[src/rtl/irq_prio_pkg.sv]
package irq_prio_pkg;

  typedef enum logic [2:0] {
    RG_NONE   = 3'd0,
    RG_TYPE   = 3'd1,
    RG_ACTIVE = 3'd2,
    RG_PRIO   = 3'd3,
    RG_CTRL   = 3'd4
  } region_e;

  localparam logic [15:0] CTRL_WR_KEY  = 16'h05FA;
  localparam logic [15:0] CTRL_RD_SIG  = 16'hFA05;
  localparam logic [9:0]  TYPE_WADDR   = 10'h001;
  localparam logic [9:0]  CTRL_WADDR   = 10'h343;
  localparam logic [5:0]  ACTIVE_WPAGE = 6'h0C;
  localparam logic [9:0]  PRIO_WBASE   = 10'h100;

  // Bits of a priority byte that physically exist.
  function automatic logic [7:0] prio_keep_mask(input int unsigned nbits);
    logic [7:0] m;
    m = '0;
    for (int b = 0; b < 8; b++) begin
      if (b >= 8 - int'(nbits)) m[b] = 1'b1;
    end
    return m;
  endfunction

  // Bits of a priority byte that form the group priority for setting g.
  function automatic logic [7:0] group_mask(input logic [2:0] g);
    logic [3:0] sh;
    sh = {1'b0, g} + 4'd1;
    return 8'hFF << sh;
  endfunction

  // Value of the interrupt-count register.
  function automatic logic [31:0] count_code(input int unsigned next);
    return 32'((next + 31) / 32 - 1);
  endfunction

endpackage

[src/rtl/irq_prio_decode.sv]
module irq_prio_decode
  import irq_prio_pkg::*;
#(
  parameter int unsigned NUM_EXT      = 32,
  parameter bit          FULL_PROFILE = 1'b1
) (
  input  logic [11:0] addr,
  output region_e     region,
  output logic [7:0]  word_idx,
  output logic        dec_err
);
  localparam int unsigned PRIO_WORDS = (NUM_EXT + 3) / 4;
  localparam logic [9:0]  PRIO_WEND  = 10'(256 + PRIO_WORDS);

  logic [9:0] waddr;
  logic       aligned;

  assign waddr   = addr[11:2];
  assign aligned = (addr[1:0] == 2'b00);

  always_comb begin
    region   = RG_NONE;
    word_idx = '0;
    if (!aligned) begin
      region = RG_NONE;
    end else if (waddr == TYPE_WADDR) begin
      if (FULL_PROFILE) region = RG_TYPE;
    end else if (waddr[9:4] == ACTIVE_WPAGE) begin
      region   = RG_ACTIVE;
      word_idx = {4'h0, waddr[3:0]};
    end else if (waddr >= PRIO_WBASE && waddr < PRIO_WEND) begin
      region   = RG_PRIO;
      word_idx = 8'(waddr - PRIO_WBASE);
    end else if (waddr == CTRL_WADDR) begin
      region = RG_CTRL;
    end
  end

  assign dec_err = (region == RG_NONE);

endmodule

[src/rtl/irq_prio_bank.sv]
module irq_prio_bank
  import irq_prio_pkg::*;
#(
  parameter int unsigned NUM_EXT   = 32,
  parameter int unsigned PRIO_BITS = 8
) (
  input  logic                 clk,
  input  logic                 rst_n,
  input  logic                 wr_en,
  input  logic [7:0]           word_idx,
  input  logic [3:0]           wstrb,
  input  logic [31:0]          wdata,
  input  logic [2:0]           grp_sel,
  output logic [31:0]          rd_word,
  output logic [NUM_EXT*8-1:0] grp_prio
);
  localparam logic [7:0] KEEP = prio_keep_mask(PRIO_BITS);

  logic [7:0] prio_q [NUM_EXT];
  logic [7:0] gmask;

  assign gmask = group_mask(grp_sel);

  for (genvar i = 0; i < NUM_EXT; i++) begin : g_byte
    localparam int unsigned LANE = i % 4;
    localparam logic [7:0]  WIDX = 8'(i / 4);
    always_ff @(posedge clk or negedge rst_n) begin
      if (!rst_n) begin
        prio_q[i] <= '0;
      end else if (wr_en && word_idx == WIDX && wstrb[LANE]) begin
        prio_q[i] <= wdata[8*LANE +: 8] & KEEP;
      end
    end
    assign grp_prio[8*i +: 8] = prio_q[i] & gmask;
  end

  always_comb begin
    rd_word = '0;
    for (int i = 0; i < int'(NUM_EXT); i++) begin
      if (word_idx == 8'(i / 4)) rd_word[8*(i%4) +: 8] = prio_q[i];
    end
  end

endmodule

[src/rtl/irq_prio_active.sv]
module irq_prio_active #(
  parameter int unsigned NUM_EXT = 32
) (
  input  logic               clk,
  input  logic               rst_n,
  input  logic [NUM_EXT-1:0] act_set,
  input  logic [NUM_EXT-1:0] act_clr,
  input  logic [3:0]         word_idx,
  output logic [31:0]        rd_word
);
  logic [NUM_EXT-1:0] act_q;

  always_ff @(posedge clk or negedge rst_n) begin
    if (!rst_n) act_q <= '0;
    else        act_q <= (act_q | act_set) & ~act_clr;
  end

  always_comb begin
    rd_word = '0;
    for (int i = 0; i < int'(NUM_EXT); i++) begin
      if (word_idx == 4'(i / 32)) rd_word[i % 32] = act_q[i];
    end
  end

endmodule

[src/rtl/irq_prio_regs.sv]
module irq_prio_regs
  import irq_prio_pkg::*;
#(
  parameter int unsigned NUM_EXT      = 32,
  parameter int unsigned PRIO_BITS    = 8,
  parameter bit          FULL_PROFILE = 1'b1
) (
  input  logic                 clk,
  input  logic                 rst_n,
  input  logic                 bus_req,
  input  logic                 bus_wr,
  input  logic [11:0]          bus_addr,
  input  logic [3:0]           bus_wstrb,
  input  logic [31:0]          bus_wdata,
  output logic                 bus_rsp,
  output logic                 bus_err,
  output logic [31:0]          bus_rdata,
  input  logic [NUM_EXT-1:0]   act_set,
  input  logic [NUM_EXT-1:0]   act_clr,
  output logic [NUM_EXT*8-1:0] grp_prio
);
  localparam logic [31:0] COUNT_VAL = count_code(NUM_EXT);

  region_e     region;
  logic [7:0]  word_idx;
  logic        dec_err;
  logic        wr_fire;
  logic        prio_wr;
  logic        ctrl_key_ok;
  logic        grp_write_ok;
  logic [2:0]  grp_q;
  logic [31:0] prio_rd;
  logic [31:0] act_rd;
  logic [31:0] rd_mux;

  irq_prio_decode #(
    .NUM_EXT      (NUM_EXT),
    .FULL_PROFILE (FULL_PROFILE)
  ) u_decode (
    .addr     (bus_addr),
    .region   (region),
    .word_idx (word_idx),
    .dec_err  (dec_err)
  );

  assign wr_fire      = bus_req && bus_wr && !dec_err;
  assign prio_wr      = wr_fire && (region == RG_PRIO);
  assign ctrl_key_ok  = (bus_wdata[31:16] == CTRL_WR_KEY) && (&bus_wstrb[3:1]);
  assign grp_write_ok = FULL_PROFILE && wr_fire && (region == RG_CTRL) && ctrl_key_ok;

  if (FULL_PROFILE) begin : g_grp
    always_ff @(posedge clk or negedge rst_n) begin
      if (!rst_n)            grp_q <= '0;
      else if (grp_write_ok) grp_q <= bus_wdata[10:8];
    end
  end else begin : g_grp_fixed
    assign grp_q = '0;
  end

  irq_prio_bank #(
    .NUM_EXT   (NUM_EXT),
    .PRIO_BITS (PRIO_BITS)
  ) u_bank (
    .clk      (clk),
    .rst_n    (rst_n),
    .wr_en    (prio_wr),
    .word_idx (word_idx),
    .wstrb    (bus_wstrb),
    .wdata    (bus_wdata),
    .grp_sel  (grp_q),
    .rd_word  (prio_rd),
    .grp_prio (grp_prio)
  );

  if (FULL_PROFILE) begin : g_act
    irq_prio_active #(
      .NUM_EXT (NUM_EXT)
    ) u_active (
      .clk      (clk),
      .rst_n    (rst_n),
      .act_set  (act_set),
      .act_clr  (act_clr),
      .word_idx (word_idx[3:0]),
      .rd_word  (act_rd)
    );
  end else begin : g_act_none
    assign act_rd = '0;
  end

  always_comb begin
    unique case (region)
      RG_TYPE:   rd_mux = COUNT_VAL;
      RG_ACTIVE: rd_mux = act_rd;
      RG_PRIO:   rd_mux = prio_rd;
      RG_CTRL:   rd_mux = {CTRL_RD_SIG, 5'b0, grp_q, 8'h00};
      default:   rd_mux = '0;
    endcase
  end

  always_ff @(posedge clk or negedge rst_n) begin
    if (!rst_n) begin
      bus_rsp   <= 1'b0;
      bus_err   <= 1'b0;
      bus_rdata <= '0;
    end else begin
      bus_rsp   <= bus_req;
      bus_err   <= bus_req && dec_err;
      bus_rdata <= (bus_req && !bus_wr && !dec_err) ? rd_mux : '0;
    end
  end

endmodule

[config.mk]
export PLATFORM = sky130hd
export DESIGN_NAME = irq_prio_regs
export DESIGN_NICKNAME = d
export VERILOG_FILES = /design/src/rtl/irq_prio_pkg.sv /design/src/rtl/irq_prio_decode.sv /design/src/rtl/irq_prio_bank.sv /design/src/rtl/irq_prio_active.sv /design/src/rtl/irq_prio_regs.sv
export SDC_FILE = /design/constraint.sdc
export NUM_CORES = 1
export LEC_CHECK = 0
export CELL_PAD_IN_SITES_DETAIL_PLACEMENT = 1
export CELL_PAD_IN_SITES_GLOBAL_PLACEMENT = 1
export CORE_ASPECT_RATIO = 0.9
export CORE_MARGIN = 8
export CORE_UTILIZATION = 39
export CTS_BUF_LIST = sky130_fd_sc_hd__clkbuf_16
export DETAILED_ROUTE_END_ITERATION = 16
export PLACE_DENSITY = 0.87
export SYNTH_ARGS = -nofsm -noshare
export SYNTH_HDL_FRONTEND = slang
export SYNTH_SLANG_ARGS = --single-unit
[constraint.sdc]
create_clock -name clk -period 2.35 [get_ports clk]
set_input_delay 0.47 -clock clk [delete_from_list [all_inputs] [get_ports clk]]
set_output_delay 0.47 -clock clk [all_outputs]
set_load 0.01 [all_outputs]
==> flow_summary.json <==
{
  "violations": "setup timing",
  "grtUsageMet2": 0.5283,
  "period_needed_ns": 2.861,
  "critPathMaxFanout": 7,
  "setup_viol": 324,
  "met3_usage": 0.07114,
  "ys_async_sr_fraction": 1.000,
  "setup_slack_ns": -0.5112,
  "cp_top_family": "buffers and inverters",
  "cp.required_ns": 1.88,
  "cts_made_buffers": 38,
  "placed_cells": 2462,
  "yosysUniqueCellTypes": 60,
  "worst_r2r_startpoint": "grp_q[2]",
  "first_global_vias": 16910,
  "die_w_um": 229.9,
  "wl_per_cell_um": 32.30,
  "clkLatencyLatePin_ns": 0.54,
  "ys.warnings.count": 0,
  "syn_area_sq_um": 16060,
  "ff_latch_area_sq_um": 8133,
  "tightest_slew_ns": 0.6316,
  "hp-start": "act_clr[17]",
  "drtIter0Drc": 1372,
  "synth_nets": 1527,
  "worst_ir_drop_vdd_mv": 0.4716,
  "dr.pass1.iters": 6,
  "synth_area_leaders": "dfrtp_1, mux2_2, and2_1",
  "ioPinCount": 406,
  "fp.dieH_um": 208.5,
  "ys.flop_type": "dfrtp_1",
  "leakage_nw": 12.38,
  "multi_input_area_sq_um": 8327,
  "via_count": 15520,
  "p_per_area_nw_per_um2": 488.3,
  "cp_cell_sequence": "ha_4 > inv_4 > ha_4 > buf_6 > inv_4 > a21boi_4 > buf_6 > buf_12 > buf_6 > and2_4 > buf_6",
  "rows": 70,
  "crit_path_start_kind": "register",
  "start_util": 0.3953,
  "instances_no_fill": 2586,
  "grt_pass1_wl_um": 116300,
  "final_layout_size_suffix_gt1_frac": 0.4922,
  "synth.largest_area_cell": "dfrtp_1",
  "cp_slowest_cell": "dfrtp_1",
  "status": "finished with violations",
  "slowest_delay_ns": 0.41,
  "busiest_layer": "met2",
  "cts_tree": "built",
  "gp_congestion": 0.8739,
  "fmax_mhz": 349.5,
  "rsz0062_at_grt": "yes",
  "use_met1": 0.3962,
  "synth_cells": 1407,
  "finClkSkew_ns": 0.01073,
  "cts_buffer_depth": 3,
  "grt.overflow.total": 0,
  "hpwl_um": 54930,
  "netlist.area_leader.share": 0.5063,
  "cts-root-buf": "clkbuf_16",
  "worstSetupPathType": "reg -> out",
  "avgSynthCellArea_sq_um": 11.42,
  "hold_class": "in -> reg",
  "clkTransAtPathRegs_ns": 0.07,
  "synth_edf_count": 0,
  "setup.worst_path.end_class": "primary output",
  "nFillCells": 4136,
  "num-nets-final": 2139,
  "hold_viol": 0,
  "routed_via_density": 6.000,
  "relSlewSlack": 0.5789,
  "postLayoutCoreUtil": 0.6177,
  "grt_usage": 0.3193,
  "area_delta_synth_final_pct": 56.27,
  "pre_cts_slack_ns": -0.7661,
  "io_buffers": 405,
  "ys_ff_latch": 325,
  "crit_path_frequent_cell": "buf_6",
  "diodes": 0,
  "final_max_slew_viol_count": 0,
  "drc": 0,
  "path_buf_inv": 7,
  "antenna_found_initial": 1,
  "die_area_sq_um": 47950,
  "cap_violations": 0,
  "core_area_sq_um": 40640,
  "synth_most_common_cell": "dfrtp_1",
  "crit_start": "grp_q[1]",
  "crit_arrival_ns": 2.39,
  "routed_wl_um": 83530,
  "finalCritPeriodShare": 1.218,
  "hold_slack_ns": 0.4599,
  "grt_max_degree": 64,
  "synth.top_cells.by_count": "dfrtp_1, mux2_2, and2_1",
  "drtAntennaViolNets": 0,
  "cts_sinks": 325,
  "cts_htree_levels": 2,
  "yosysSeqAreaShare": 0.5063
}
## worst paths after layout
kind                       cells after the start  slack, ns                       end
min in group asynchronous                      2       0.52         u_bank.prio_q[67]
hold reg to reg                                2       0.52  g_act.u_active.act_q[27]
max in group asynchronous                      3       1.07        u_bank.prio_q[173]
setup reg to reg                               5       0.82             bus_rdata[10]
setup / recovery                              11      -0.51              grp_prio[70]
hold / removal                                 2       0.46  g_act.u_active.act_q[17]
## registers in the layout, summed over array words and instances (netlist names)
signal	flops
bus_rdata	32
bus_rsp	1
bus_err	1
g_act.u_active.act_q	32
grp_q	3
u_bank.prio_q	256
## placed cells by master (no fill, tap or decap), types with 54 or more instances in the layout
master / n
and3_4: 64
buf_4: 169
mux2_2: 256
and2_4: 91
nand2_1: 73
nor2_1: 69
and2_1: 77
dfrtp_1: 325
buf_6: 178
clkdlybuf4s50_1: 145
a21oi_1: 54
## cell families (layout without fill, tap and decap cells)
logic type	count (synthesis)	in the layout	synth area share
and+or+nand+nor	480	480	0.1701
buffers and inverters	96	734	0.02578
muxes	290	290	0.2009
adders and majority gates	4	4	0.003116
AOI/OAI and AO/OA	212	213	0.09386
DFF	325	325	0.5063
## cell type report
type	instances	share of cell area
multi-input cells	987	0.3317
flip-flops and latches	325	0.3240
repair buffers	660	0.2692
clock buffers	39	0.03888
well taps	540	0.02692
clock inverters	28	0.008075
inverters	7	0.001246
## power breakdown
| part | internal (mW) | leakage [nW] | switching, mW |
|---|---|---|---|
| clock | 3.33 | 0.616 | 2.56 |
| sequential | 5.64 | 4.49 | 0.0465 |
| combinational | 0.307 | 7.27 | 0.372 |
## metrics by stage
| stage | TNS [ns] | instance area (sq um) | power [mW] |
|---|---|---|---|
| 2_1_floorplan | 0 | 16060 | 5.877 |
| 5_1_grt | -100.11 | 25100 | 12.51 |
| 3_3_place_gp | -197.71 | 22280 | 6.409 |
| 4_1_cts | -81.22 | 24440 | 12.20 |
| 3_5_place_dp | -211.54 | 22280 | 6.431 |
| 6_report | -84.55 | 25100 | 12.26 |
## layer usage
layer	vias up	wire length, um
li1	6319	-
met3	252	6934
met4	2	4421
met2	913	40080
met5	-	13
met1	8031	32080
## repair_timing
item                                     CTS  global route
resized for setup                       1133           259
pin swaps                                 18            14
buffers inserted                          40            14
endpoints found under the hold margin     47             0
gates cloned                              11             6
endpoints found under the setup margin   489           447
hold buffers                               1             0
No activity file was read; power rests on OpenSTA's default activity.
